File: src/rtl/rtc_pkg.sv
package rtc_pkg;
  localparam int FW = 8;
  localparam int NF = 8;

  typedef enum logic [2:0] {
    F_SEC, F_MIN, F_HOUR, F_DOW, F_DOM, F_MON, F_YEAR, F_CENT
  } fld_e;

  function automatic logic [FW-1:0] fdec(input logic [FW-1:0] v, input logic bin);
    return bin ? v : 8'({4'b0, v[7:4]} * 8'd10 + {4'b0, v[3:0]});
  endfunction

  function automatic logic [FW-1:0] fenc(input logic [FW-1:0] n, input logic bin);
    return bin ? n : 8'((n / 8'd10) * 8'd16 + (n % 8'd10));
  endfunction

  function automatic logic [FW-1:0] rst_val(input int idx);
    return (idx == int'(F_DOW) || idx == int'(F_DOM) || idx == int'(F_MON)) ? 8'd1 : 8'd0;
  endfunction
endpackage

File: src/rtl/rtc_wrap_step.sv
module rtc_wrap_step
  import rtc_pkg::*;
(
  input  logic [FW-1:0] cur,
  input  logic          bin,
  input  logic          inc,
  input  logic [FW-1:0] lo,
  input  logic [FW-1:0] hi,
  output logic [FW-1:0] nxt,
  output logic          wrap
);
  logic [FW-1:0] n;
  assign n    = fdec(cur, bin);
  assign wrap = inc && (n >= hi);
  always_comb begin
    if (!inc)     nxt = cur;
    else if (wrap) nxt = fenc(lo, bin);
    else          nxt = fenc(FW'(n + 8'd1), bin);
  end
endmodule

File: src/rtl/rtc_hour_step.sv
module rtc_hour_step
  import rtc_pkg::*;
(
  input  logic [FW-1:0] cur,
  input  logic          bin,
  input  logic          h24,
  input  logic          inc,
  output logic [FW-1:0] nxt,
  output logic          day_cy
);
  logic [FW-1:0] n24, n12;
  logic          pm;
  assign n24 = fdec(cur, bin);
  assign n12 = fdec({1'b0, cur[6:0]}, bin);
  assign pm  = cur[7];

  always_comb begin
    nxt    = cur;
    day_cy = 1'b0;
    if (inc) begin
      if (h24) begin
        if (n24 >= 8'd23) begin
          nxt    = fenc(8'd0, bin);
          day_cy = 1'b1;
        end else begin
          nxt = fenc(FW'(n24 + 8'd1), bin);
        end
      end else if (n12 == 8'd11) begin
        nxt    = {~pm, 7'(fenc(8'd12, bin))};
        day_cy = pm;
      end else if (n12 >= 8'd12) begin
        nxt = {pm, 7'(fenc(8'd1, bin))};
      end else begin
        nxt = {pm, 7'(fenc(FW'(n12 + 8'd1), bin))};
      end
    end
  end
endmodule

File: src/rtl/rtc_month_len.sv
module rtc_month_len
  import rtc_pkg::*;
(
  input  logic [FW-1:0] mon,
  input  logic [FW-1:0] year,
  input  logic          bin,
  output logic [FW-1:0] len
);
  logic [FW-1:0] m, y;
  assign m = fdec(mon, bin);
  assign y = fdec(year, bin);
  always_comb begin
    if (m == 8'd2)
      len = (y[1:0] == 2'b00) ? 8'd29 : 8'd28;
    else if (m == 8'd4 || m == 8'd6 || m == 8'd9 || m == 8'd11)
      len = 8'd30;
    else
      len = 8'd31;
  end
endmodule

File: src/rtl/rtc_calendar.sv
module rtc_calendar
  import rtc_pkg::*;
#(
  parameter int SEL_W = 4
) (
  input  logic             clk,
  input  logic             rst_n,
  input  logic             tick,
  input  logic             freeze,
  input  logic             bin_mode,
  input  logic             hr24,
  input  logic             wr_en,
  input  logic [SEL_W-1:0] wr_sel,
  input  logic [FW-1:0]    wr_data,
  output logic [FW-1:0]    t_sec,
  output logic [FW-1:0]    t_min,
  output logic [FW-1:0]    t_hour,
  output logic [FW-1:0]    t_dow,
  output logic [FW-1:0]    t_dom,
  output logic [FW-1:0]    t_mon,
  output logic [FW-1:0]    t_year,
  output logic [FW-1:0]    t_cent,
  output logic             upd
);
  logic [NF-1:0][FW-1:0] fld, nxt;
  logic cy_sec, cy_min, cy_day, cy_dom, cy_mon, cy_year, cy_cent, cy_dow;
  logic [FW-1:0] mlen;

  rtc_wrap_step u_sec (.cur(fld[F_SEC]), .bin(bin_mode), .inc(upd),
    .lo(8'd0), .hi(8'd59), .nxt(nxt[F_SEC]), .wrap(cy_sec));
  rtc_wrap_step u_min (.cur(fld[F_MIN]), .bin(bin_mode), .inc(cy_sec),
    .lo(8'd0), .hi(8'd59), .nxt(nxt[F_MIN]), .wrap(cy_min));
  rtc_hour_step u_hour (.cur(fld[F_HOUR]), .bin(bin_mode), .h24(hr24), .inc(cy_min),
    .nxt(nxt[F_HOUR]), .day_cy(cy_day));
  rtc_wrap_step u_dow (.cur(fld[F_DOW]), .bin(bin_mode), .inc(cy_day),
    .lo(8'd1), .hi(8'd7), .nxt(nxt[F_DOW]), .wrap(cy_dow));
  rtc_month_len u_mlen (.mon(fld[F_MON]), .year(fld[F_YEAR]), .bin(bin_mode), .len(mlen));
  rtc_wrap_step u_dom (.cur(fld[F_DOM]), .bin(bin_mode), .inc(cy_day),
    .lo(8'd1), .hi(mlen), .nxt(nxt[F_DOM]), .wrap(cy_dom));
  rtc_wrap_step u_mon (.cur(fld[F_MON]), .bin(bin_mode), .inc(cy_dom),
    .lo(8'd1), .hi(8'd12), .nxt(nxt[F_MON]), .wrap(cy_mon));
  rtc_wrap_step u_year (.cur(fld[F_YEAR]), .bin(bin_mode), .inc(cy_mon),
    .lo(8'd0), .hi(8'd99), .nxt(nxt[F_YEAR]), .wrap(cy_year));
  rtc_wrap_step u_cent (.cur(fld[F_CENT]), .bin(bin_mode), .inc(cy_year),
    .lo(8'd0), .hi(8'd99), .nxt(nxt[F_CENT]), .wrap(cy_cent));

  always_ff @(posedge clk) begin
    if (!rst_n) upd <= 1'b0;
    else        upd <= tick && !freeze;
  end

  for (genvar i = 0; i < NF; i++) begin : g_fld
    always_ff @(posedge clk) begin
      if (!rst_n)
        fld[i] <= rst_val(i);
      else if (wr_en && wr_sel == SEL_W'(i))
        fld[i] <= wr_data;
      else
        fld[i] <= nxt[i];
    end
  end

  assign t_sec  = fld[F_SEC];
  assign t_min  = fld[F_MIN];
  assign t_hour = fld[F_HOUR];
  assign t_dow  = fld[F_DOW];
  assign t_dom  = fld[F_DOM];
  assign t_mon  = fld[F_MON];
  assign t_year = fld[F_YEAR];
  assign t_cent = fld[F_CENT];

  logic unused_cy;
  assign unused_cy = cy_cent ^ cy_dow;
endmodule

File: config.mk
export PLATFORM = sky130hd
export DESIGN_NAME = rtc_calendar
export DESIGN_NICKNAME = d
export VERILOG_FILES = /design/src/rtl/rtc_pkg.sv /design/src/rtl/rtc_wrap_step.sv /design/src/rtl/rtc_hour_step.sv /design/src/rtl/rtc_month_len.sv /design/src/rtl/rtc_calendar.sv
export SDC_FILE = /design/constraint.sdc
export NUM_CORES = 1
export LEC_CHECK = 0
export BUFFER_PORTS_ARGS = -buffer_cell sky130_fd_sc_hd__buf_2
export CORE_UTILIZATION = 30
export DETAILED_ROUTE_END_ITERATION = 7
export PLACE_DENSITY = 0.52
export SLEW_MARGIN = 0
export SYNTH_ARGS = -nofsm -noshare
export SYNTH_HDL_FRONTEND = slang
export SYNTH_SLANG_ARGS = --single-unit
File: constraint.sdc
create_clock -name clk -period 10.4 [get_ports clk]
set_input_delay 0.52 -clock clk [delete_from_list [all_inputs] [get_ports clk]]
set_output_delay 0.52 -clock clk [all_outputs]
set_load 0.01 [all_outputs]
---- Word-level counts from Yosys, hierarchy flattened ----
Index checks and enable logic that the tools add are counted.
cells by class
  bitwise logic cells ..................... 1
  add/subtract/negate cells ............... 27
  eq/ne operators ......................... 13
  reduce and logical (&&, ||, !) cells .... 32
  multiplexer cells ....................... 53
  multiply operators ...................... 9
  div/mod/pow operators ................... 18
  order comparisons ....................... 9
operator list
  kind                   number
  $mux W8                44
  $add A8 B1 Y8 const B  9
  $div A8 B4 Y8 const B  9
  $mod A8 B4 Y8 const B  9
  $add A8 B4 Y8          8
  $add A8 B8 Y8          8
  $mul A4 B3 Y7 const B  8
  $eq A8 B4 Y1 const B   3
  $eq A4 B3 Y1 const B   4
  $eq A8 B3 Y1 const B   2
  $ge A8 B4 Y1 const B   2
  $ge A8 B6 Y1 const B   2
  $ge A8 B7 Y1 const B   2
  $logic_and A1 B1 Y1    16
  $reduce_bool A2 Y1     8
  $mux W7                2
  $add A7 B4 Y8          1
  $eq A4 B2 Y1 const B   2
  $eq A8 B2 Y1 const B   1
  $ge A8 B3 Y1 const B   1
  $ge A8 B5 Y1 const B   1
  $ge A8 B8 Y1           1
  $add A7 B7 Y7          1
  $mul A3 B3 Y6 const B  1
  10 further kinds       17
word-level totals
  word-level logic and storage cells ...... 172
  output and inout bits ................... 65
  register bits ........................... 65
  input bits .............................. 19

---- Longest topological paths before layout ----
  depth after elaboration ................. 17
  gate-level depth with buffers ........... 38
  depth with buffers taken out ............ 31

---- Hierarchy ----
From an unflattened synthesis, not the netlist that was laid out.
second synthesis, totals
  cell total of the unflattened synthesis .. 3370
  area, all modules ....................... 24393.4 µm²
by module, submodules not included
  module                      instances  area each (µm²)  cells each  seq. area each (µm²)
  rtc_wrap_step at u_dom ...  5          2612.5           380         0.0
  rtc_wrap_step at u_cent     1          2994.1           410         0.0
  rtc_hour_step               1          2992.9           416         0.0
  rtc_wrap_step at u_year     1          2483.6           360         0.0
  rtc_calendar                1          2441.1           231         1301.2
  rtc_month_len               1          419.2            53          0.0

---- Worst setup path after synthesis ----
OpenSTA, ideal clock, no wires.
  path type ............................... input -> register
  from .................................... in bin_mode
  to ...................................... reg fld, in the netlist t_year[5]
  path buffers ............................ 9
  slack ................................... 2.351 ns
  stages on the path ...................... 33
  data arrival time ....................... 7.922 ns
  library setup time ...................... 0.128 ns
  cells stage by stage .................... buf_6 buf_6 buf_6 buf_2 buf_2 buf_2 clkbuf_1 clkbuf_1 clkbuf_1 mux2_2 ha_1 nand3_1 a311o_1 nor2_1 xnor2_1 ha_1 or4_1 a2111oi_2 a31oi_1 o211ai_2 nor3_1 a2111oi_0 a311oi_2 xnor2_2 inv_1 ha_1 nor2_1 o21ai_0 o32ai_1 fa_1 mux2_2 a221oi_1 nor2_1
between the ends
  longest elaborated chain between the ends .. 14
ends and longest elaborated chain
  item                                                                    RTL line            text
  from (decl)                                                             rtc_calendar.sv:10  input logic bin_mode,
  parallel branches: the longest is 14 deep, another holds $add A8 B1 Y8  -
  to (signal, indexed assignment)                                         rtc_calendar.sv:55  fld[i] <= rst_val(i);
  to (signal, indexed assignment)                                         rtc_calendar.sv:57  fld[i] <= wr_data;
  to (signal, indexed assignment)                                         rtc_calendar.sv:59  fld[i] <= nxt[i];
  to (decl)                                                               rtc_calendar.sv:25  logic [NF-1:0][FW-1:0] fld, nxt;
Parallel ways; which one is timed is not known. The select of a mux whose other input is x is not followed.
A chain may end at the register's enable or synchronous reset.

---- Final worst setup path ----
  from .................................... reg fld, in the netlist t_dom[7]
  to ...................................... reg fld, in the netlist t_dom[7]
between the ends
  longest elaborated chain between the ends .. 10
ends and longest elaborated chain
  item                                                   RTL line             text
  $mul A4 B3 Y7                                          rtc_pkg.sv:10        return bin ? v : 8'({4'b0, v[7:4]} * 8'd10 + {4'b0, v[3:0]});
  $add A8 B4 Y8                                          rtc_pkg.sv:10
  $mux W8 *                                              rtc_pkg.sv:10
  $add A8 B1 Y8                                          rtc_wrap_step.sv:18  else nxt = fenc(FW'(n + 8'd1), bin);
  $div A8 B4 Y8 / $mod A8 B4 Y8 (equally long branches)  rtc_pkg.sv:14        return bin ? n : 8'((n / 8'd10) * 8'd16 + (n % 8'd10));
  $add A8 B8 Y8                                          rtc_pkg.sv:14
  $mux W8                                                rtc_pkg.sv:14
  $mux W8 *                                              rtc_wrap_step.sv:17  else if (wrap) nxt = fenc(lo, bin);
  $mux W8 *                                              rtc_wrap_step.sv:16  if (!inc) nxt = cur;
  $mux W8 *                                              rtc_calendar.sv:56   else if (wr_en && wr_sel == SEL_W'(i))
Mark *: on every way between the ends. The rest lies on a longest branch, timed or not. The select of a mux whose other input is x is not followed.

==> summary.md <==
| Metric | Value |
|---|---|
| Result of the run | `complete, no violations` |
| Worst vdd rail ir drop | `55.5 µV` |
| Power density cells | `68.9 nW/µm²` |
| Most frequently used cell type in the post-synthesis netlist | `sky130_fd_sc_hd__nand2_1` |
| Highest clock rate | `0.127 GHz` |
| Crit start category | `flip-flop` |
| Fraction of power spent switching nets | `0.434` |
| Initial antenna violation count | `2` |
| Net count of the mapped netlist | `2593` |
| Area after detailed placement | `17700 µm²` |
| Pin count of the biggest net entering global routing | `67` |
| Sum of negative setup slack | `0 ps` |
| Global-route wire length before repair | `93900 µm` |
| Cell occurring most often along the worst timing path | `sky130_fd_sc_hd__ha_1` |
| Mean instance size in the synthesized netlist | `6.88 µm²` |
| Power share of the clock group | `0.272` |
| Max-slew violation total from the final report | `0` |
| Placer's final routability congestion estimate | `0.898` |
| Number of global-route vias before repair | `17200` |
| Final std cell area, no fill | `18000 µm²` |
| Nets | `2587` |
| Hold violation count in the final report | `0` |
| Number of input and output port buffers inserted | `83` |
| Setup Skew | `8.95 ps` |
| Via-to-Cell Ratio | `5.93` |
| Dominant combinational cell family by area after synthesis | `compound AO/OA/AOI/OAI gates` |
| Slew HR | `0.163` |
| Clk sinks | `65` |
| Post-synthesis xor/xnor area fraction | `0.0715` |
| Endpoint required time on the critical path | `10610 ps` |
| Worst slew pin tran | `1250 ps` |
| Setup repair after global routing missed its margin | `no` |
| Class of the tightest hold or removal check | `in -> reg` |
| Multi-input gate area in the final layout | `14500 µm²` |
| Number of synthesis warnings | `0` |
| Sequential fraction of the synthesis area | `0.0782` |
| Synth-to-Final Area Change | `8.30%` |
| Die outline width | `237 µm` |
| Std-Cell Core Area | `54300 µm²` |
| Compound-cell area share of the yosys netlist | `0.355` |
| Sequential group share of total power | `0.217` |
| Ratio of cells with drive above 1 in the final layout | `0.0947` |
| Depth of the CTS H-tree | `3` |
| Global route total overflow | `0` |
| CTS max path bufs | `2` |
| Buffer count from post-CTS setup fixing | `0` |
| Top_reg_cell synth | `sky130_fd_sc_hd__dfxtp_1` |
| Number of clock buffers inserted by TritonCTS | `9` |
| Adder-cell share of the synthesized area | `0.133` |
| Delay contributed by the slowest stage of the critical path | `710 ps` |
| Post-CTS clock slew at the launch and capture registers of the worst setup and hold paths | `60 ps` |
| Element type at the critical path end | `flip-flop` |
| Violation count after the first detailed-route iteration | `1310` |
| Antenna cells | `0` |
| Leading area contributor after synthesis | `sky130_fd_sc_hd__ha_1` |
| Leading cell types by total area after synthesis | `sky130_fd_sc_hd__ha_1 (9.9%), sky130_fd_sc_hd__dfxtp_1 (7.8%), sky130_fd_sc_hd__nand2_1 (5.8%)` |
| Total routed wirelength | `57900 µm` |
| Yosys top cell area share | `0.0985` |
| Max Fanout on Critical Path | `12` |
| # fillers | `5859` |
| Number of enable-type register cells in the synthesized netlist | `0` |
| Non-filler cells in the finished layout | `3156` |
| Post-cts hold buffer count | `0` |
| Placed Instances | `3140` |
| Number of remaining DRC errors | `0` |
| Placed wire-length estimate | `44500 µm` |
| Internal power | `0.703 mW` |
| Worst Path Arrival | `8060 ps` |
| Share of cell area taken by muxes after synthesis | `0.0402` |
| Routed vias | `18700` |
| Library cell contributing the largest single delay on the critical path | `sky130_fd_sc_hd__o221ai_1` |
| Sequential Area | `1300 µm²` |
| Async set or reset register ratio after synthesis | `0` |
| Leakage power figure | `7.11 nW` |
| Simple-gate portion of the synthesized area | `0.268` |
| Final min period | `7850 ps` |
| Cell count after synthesis | `2418` |
| Most frequent cells after synthesis | `sky130_fd_sc_hd__nand2_1 (256), sky130_fd_sc_hd__nor2_1 (238), sky130_fd_sc_hd__a21oi_1 (177), sky130_fd_sc_hd__o21ai_0 (161), sky130_fd_sc_hd__ha_1 (131)` |
| Psw | `0.540 mW` |
| CTS tree | `built` |
| Final period utilization | `0.754` |
| Seq cells post-synth | `65` |
| Fraction of power consumed by combinational cells | `0.510` |
| Kind of critical path | `reg -> reg` |
| Number of max-cap violations | `0` |
| Buffer type at the clock tree root | `sky130_fd_sc_hd__clkbuf_16` |
| Cts repair resizes | `0` |
| Slack of the worst reg-to-reg path | `2550 ps` |
| I/O pins | `84` |
| Effective utilization at floorplan | `0.306` |
| Vertical die dimension | `237 µm` |
| Number of placement rows | `85` |
| Setup Viol. Count Final | `0` |
| Count of unique library cells instantiated by Yosys | `106` |
| Post-synthesis cell area | `16600 µm²` |
| DR WL/cell | `18.3 µm` |
| Number of optimization iterations in the first detailed-route pass | `5` |
| Total track usage | `0.200` |
| Clk_lat worst skew | `350 ps` |
| Residual antenna-violating net count after detailed routing | `0` |
| Area enclosed by the die boundary | `56400 µm²` |
## metrics by stage
stage / utilization / worst slack [ps] / hold slack [ps] / total power [mW]
2_1_floorplan: - / 2350 / 536 / 0.747
3_3_place_gp: 0.326 / 2720 / 558 / 0.894
3_5_place_dp: 0.326 / 2530 / 561 / 0.898
4_1_cts: 0.332 / 2600 / 325 / 1.24
5_1_grt: 0.332 / 1810 / 346 / 1.33
6_report: 0.332 / 2550 / 330 / 1.24
## state kept, by name, indices dropped and copies added (netlist names)
signal and count:
t_cent 8, t_dom 8, t_dow 8, t_hour 8, t_min 8, t_mon 8
t_sec 8, t_year 8, upd 1
## worst max-delay path: cells and delay by family (launching register included)
| kind | cells | cell delay, ps |
|---|---|---|
| AOI/OAI and AO/OA | 11 | 2950 |
| xor gates and xnor gates | 5 | 1030 |
| adders and majority gates | 6 | 1780 |
| buffers and inverters | 1 | 70 |
| DFF | 1 | 470 |
| muxes | 1 | 510 |
| and+or+nand+nor | 5 | 870 |
## power groups by stage
stage | logic (mW) | registers (mW) | clock network, mW
4_1_cts | 0.628 | 0.270 | 0.345
3_5_place_dp | 0.623 | 0.275 | 0
3_3_place_gp | 0.618 | 0.275 | 0
5_1_grt | 0.704 | 0.271 | 0.357
6_report | 0.634 | 0.270 | 0.338
2_1_floorplan | 0.475 | 0.272 | 0
## final cells by class
class	instances	share of cell area
multi-input cells	2132	0.802
repair buffers	122	0.0397
well taps	739	0.0513
inverters	82	0.0171
clock buffers	9	0.0125
clock inverters	7	0.00521
flip-flops and latches	65	0.0722
## per-layer routing
layer,wire length [µm],track usage,vias to the layer above
met5,14,0,-
li1,-,-,9112
met4,648,0.0332,2
met2,27200,0.340,556
met3,2950,0.0257,44
met1,27100,0.273,8989
## cell usage in the layout (no fill, tap or decap), types with 33 or more instances in the layout
cell type / Yosys / layout
sky130_fd_sc_hd__xor2_1: 42 / 42
sky130_fd_sc_hd__buf_2: 12 / 82
sky130_fd_sc_hd__a31oi_1: 41 / 41
sky130_fd_sc_hd__nand2b_1: 34 / 34
sky130_fd_sc_hd__o21ai_0: 161 / 161
sky130_fd_sc_hd__nand2_1: 256 / 256
sky130_fd_sc_hd__xnor2_1: 92 / 92
sky130_fd_sc_hd__and2_1: 38 / 38
sky130_fd_sc_hd__and3_1: 43 / 43
sky130_fd_sc_hd__ha_1: 131 / 131
sky130_fd_sc_hd__buf_4: 6 / 39
sky130_fd_sc_hd__inv_1: 80 / 80
sky130_fd_sc_hd__a211oi_1: 33 / 33
sky130_fd_sc_hd__mux2i_1: 42 / 42
sky130_fd_sc_hd__nor2_1: 238 / 238
sky130_fd_sc_hd__a21oi_1: 177 / 177
sky130_fd_sc_hd__dfxtp_1: 65 / 65
sky130_fd_sc_hd__o211ai_1: 49 / 49
sky130_fd_sc_hd__nand3_1: 88 / 88
sky130_fd_sc_hd__nor3_1: 62 / 61
## worst paths after layout
kind	start	end	cells past startpoint
max	t_dom[7]	t_dom[7]	29
min	freeze	upd	2
max reg2reg	t_dom[7]	t_dom[7]	29
min reg2reg	t_year[6]	t_year[6]	2
## logic make-up (layout without fill, tap and decap cells)
logic type | Yosys count | after routing
simple gates | 921 | 921
compound gates | 848 | 848
mux | 64 | 64
flops | 65 | 65
buf+inv | 221 | 220
xor+xnor | 135 | 135
fa+ha+maj | 164 | 164
No activity file was read; power rests on OpenSTA's default activity.
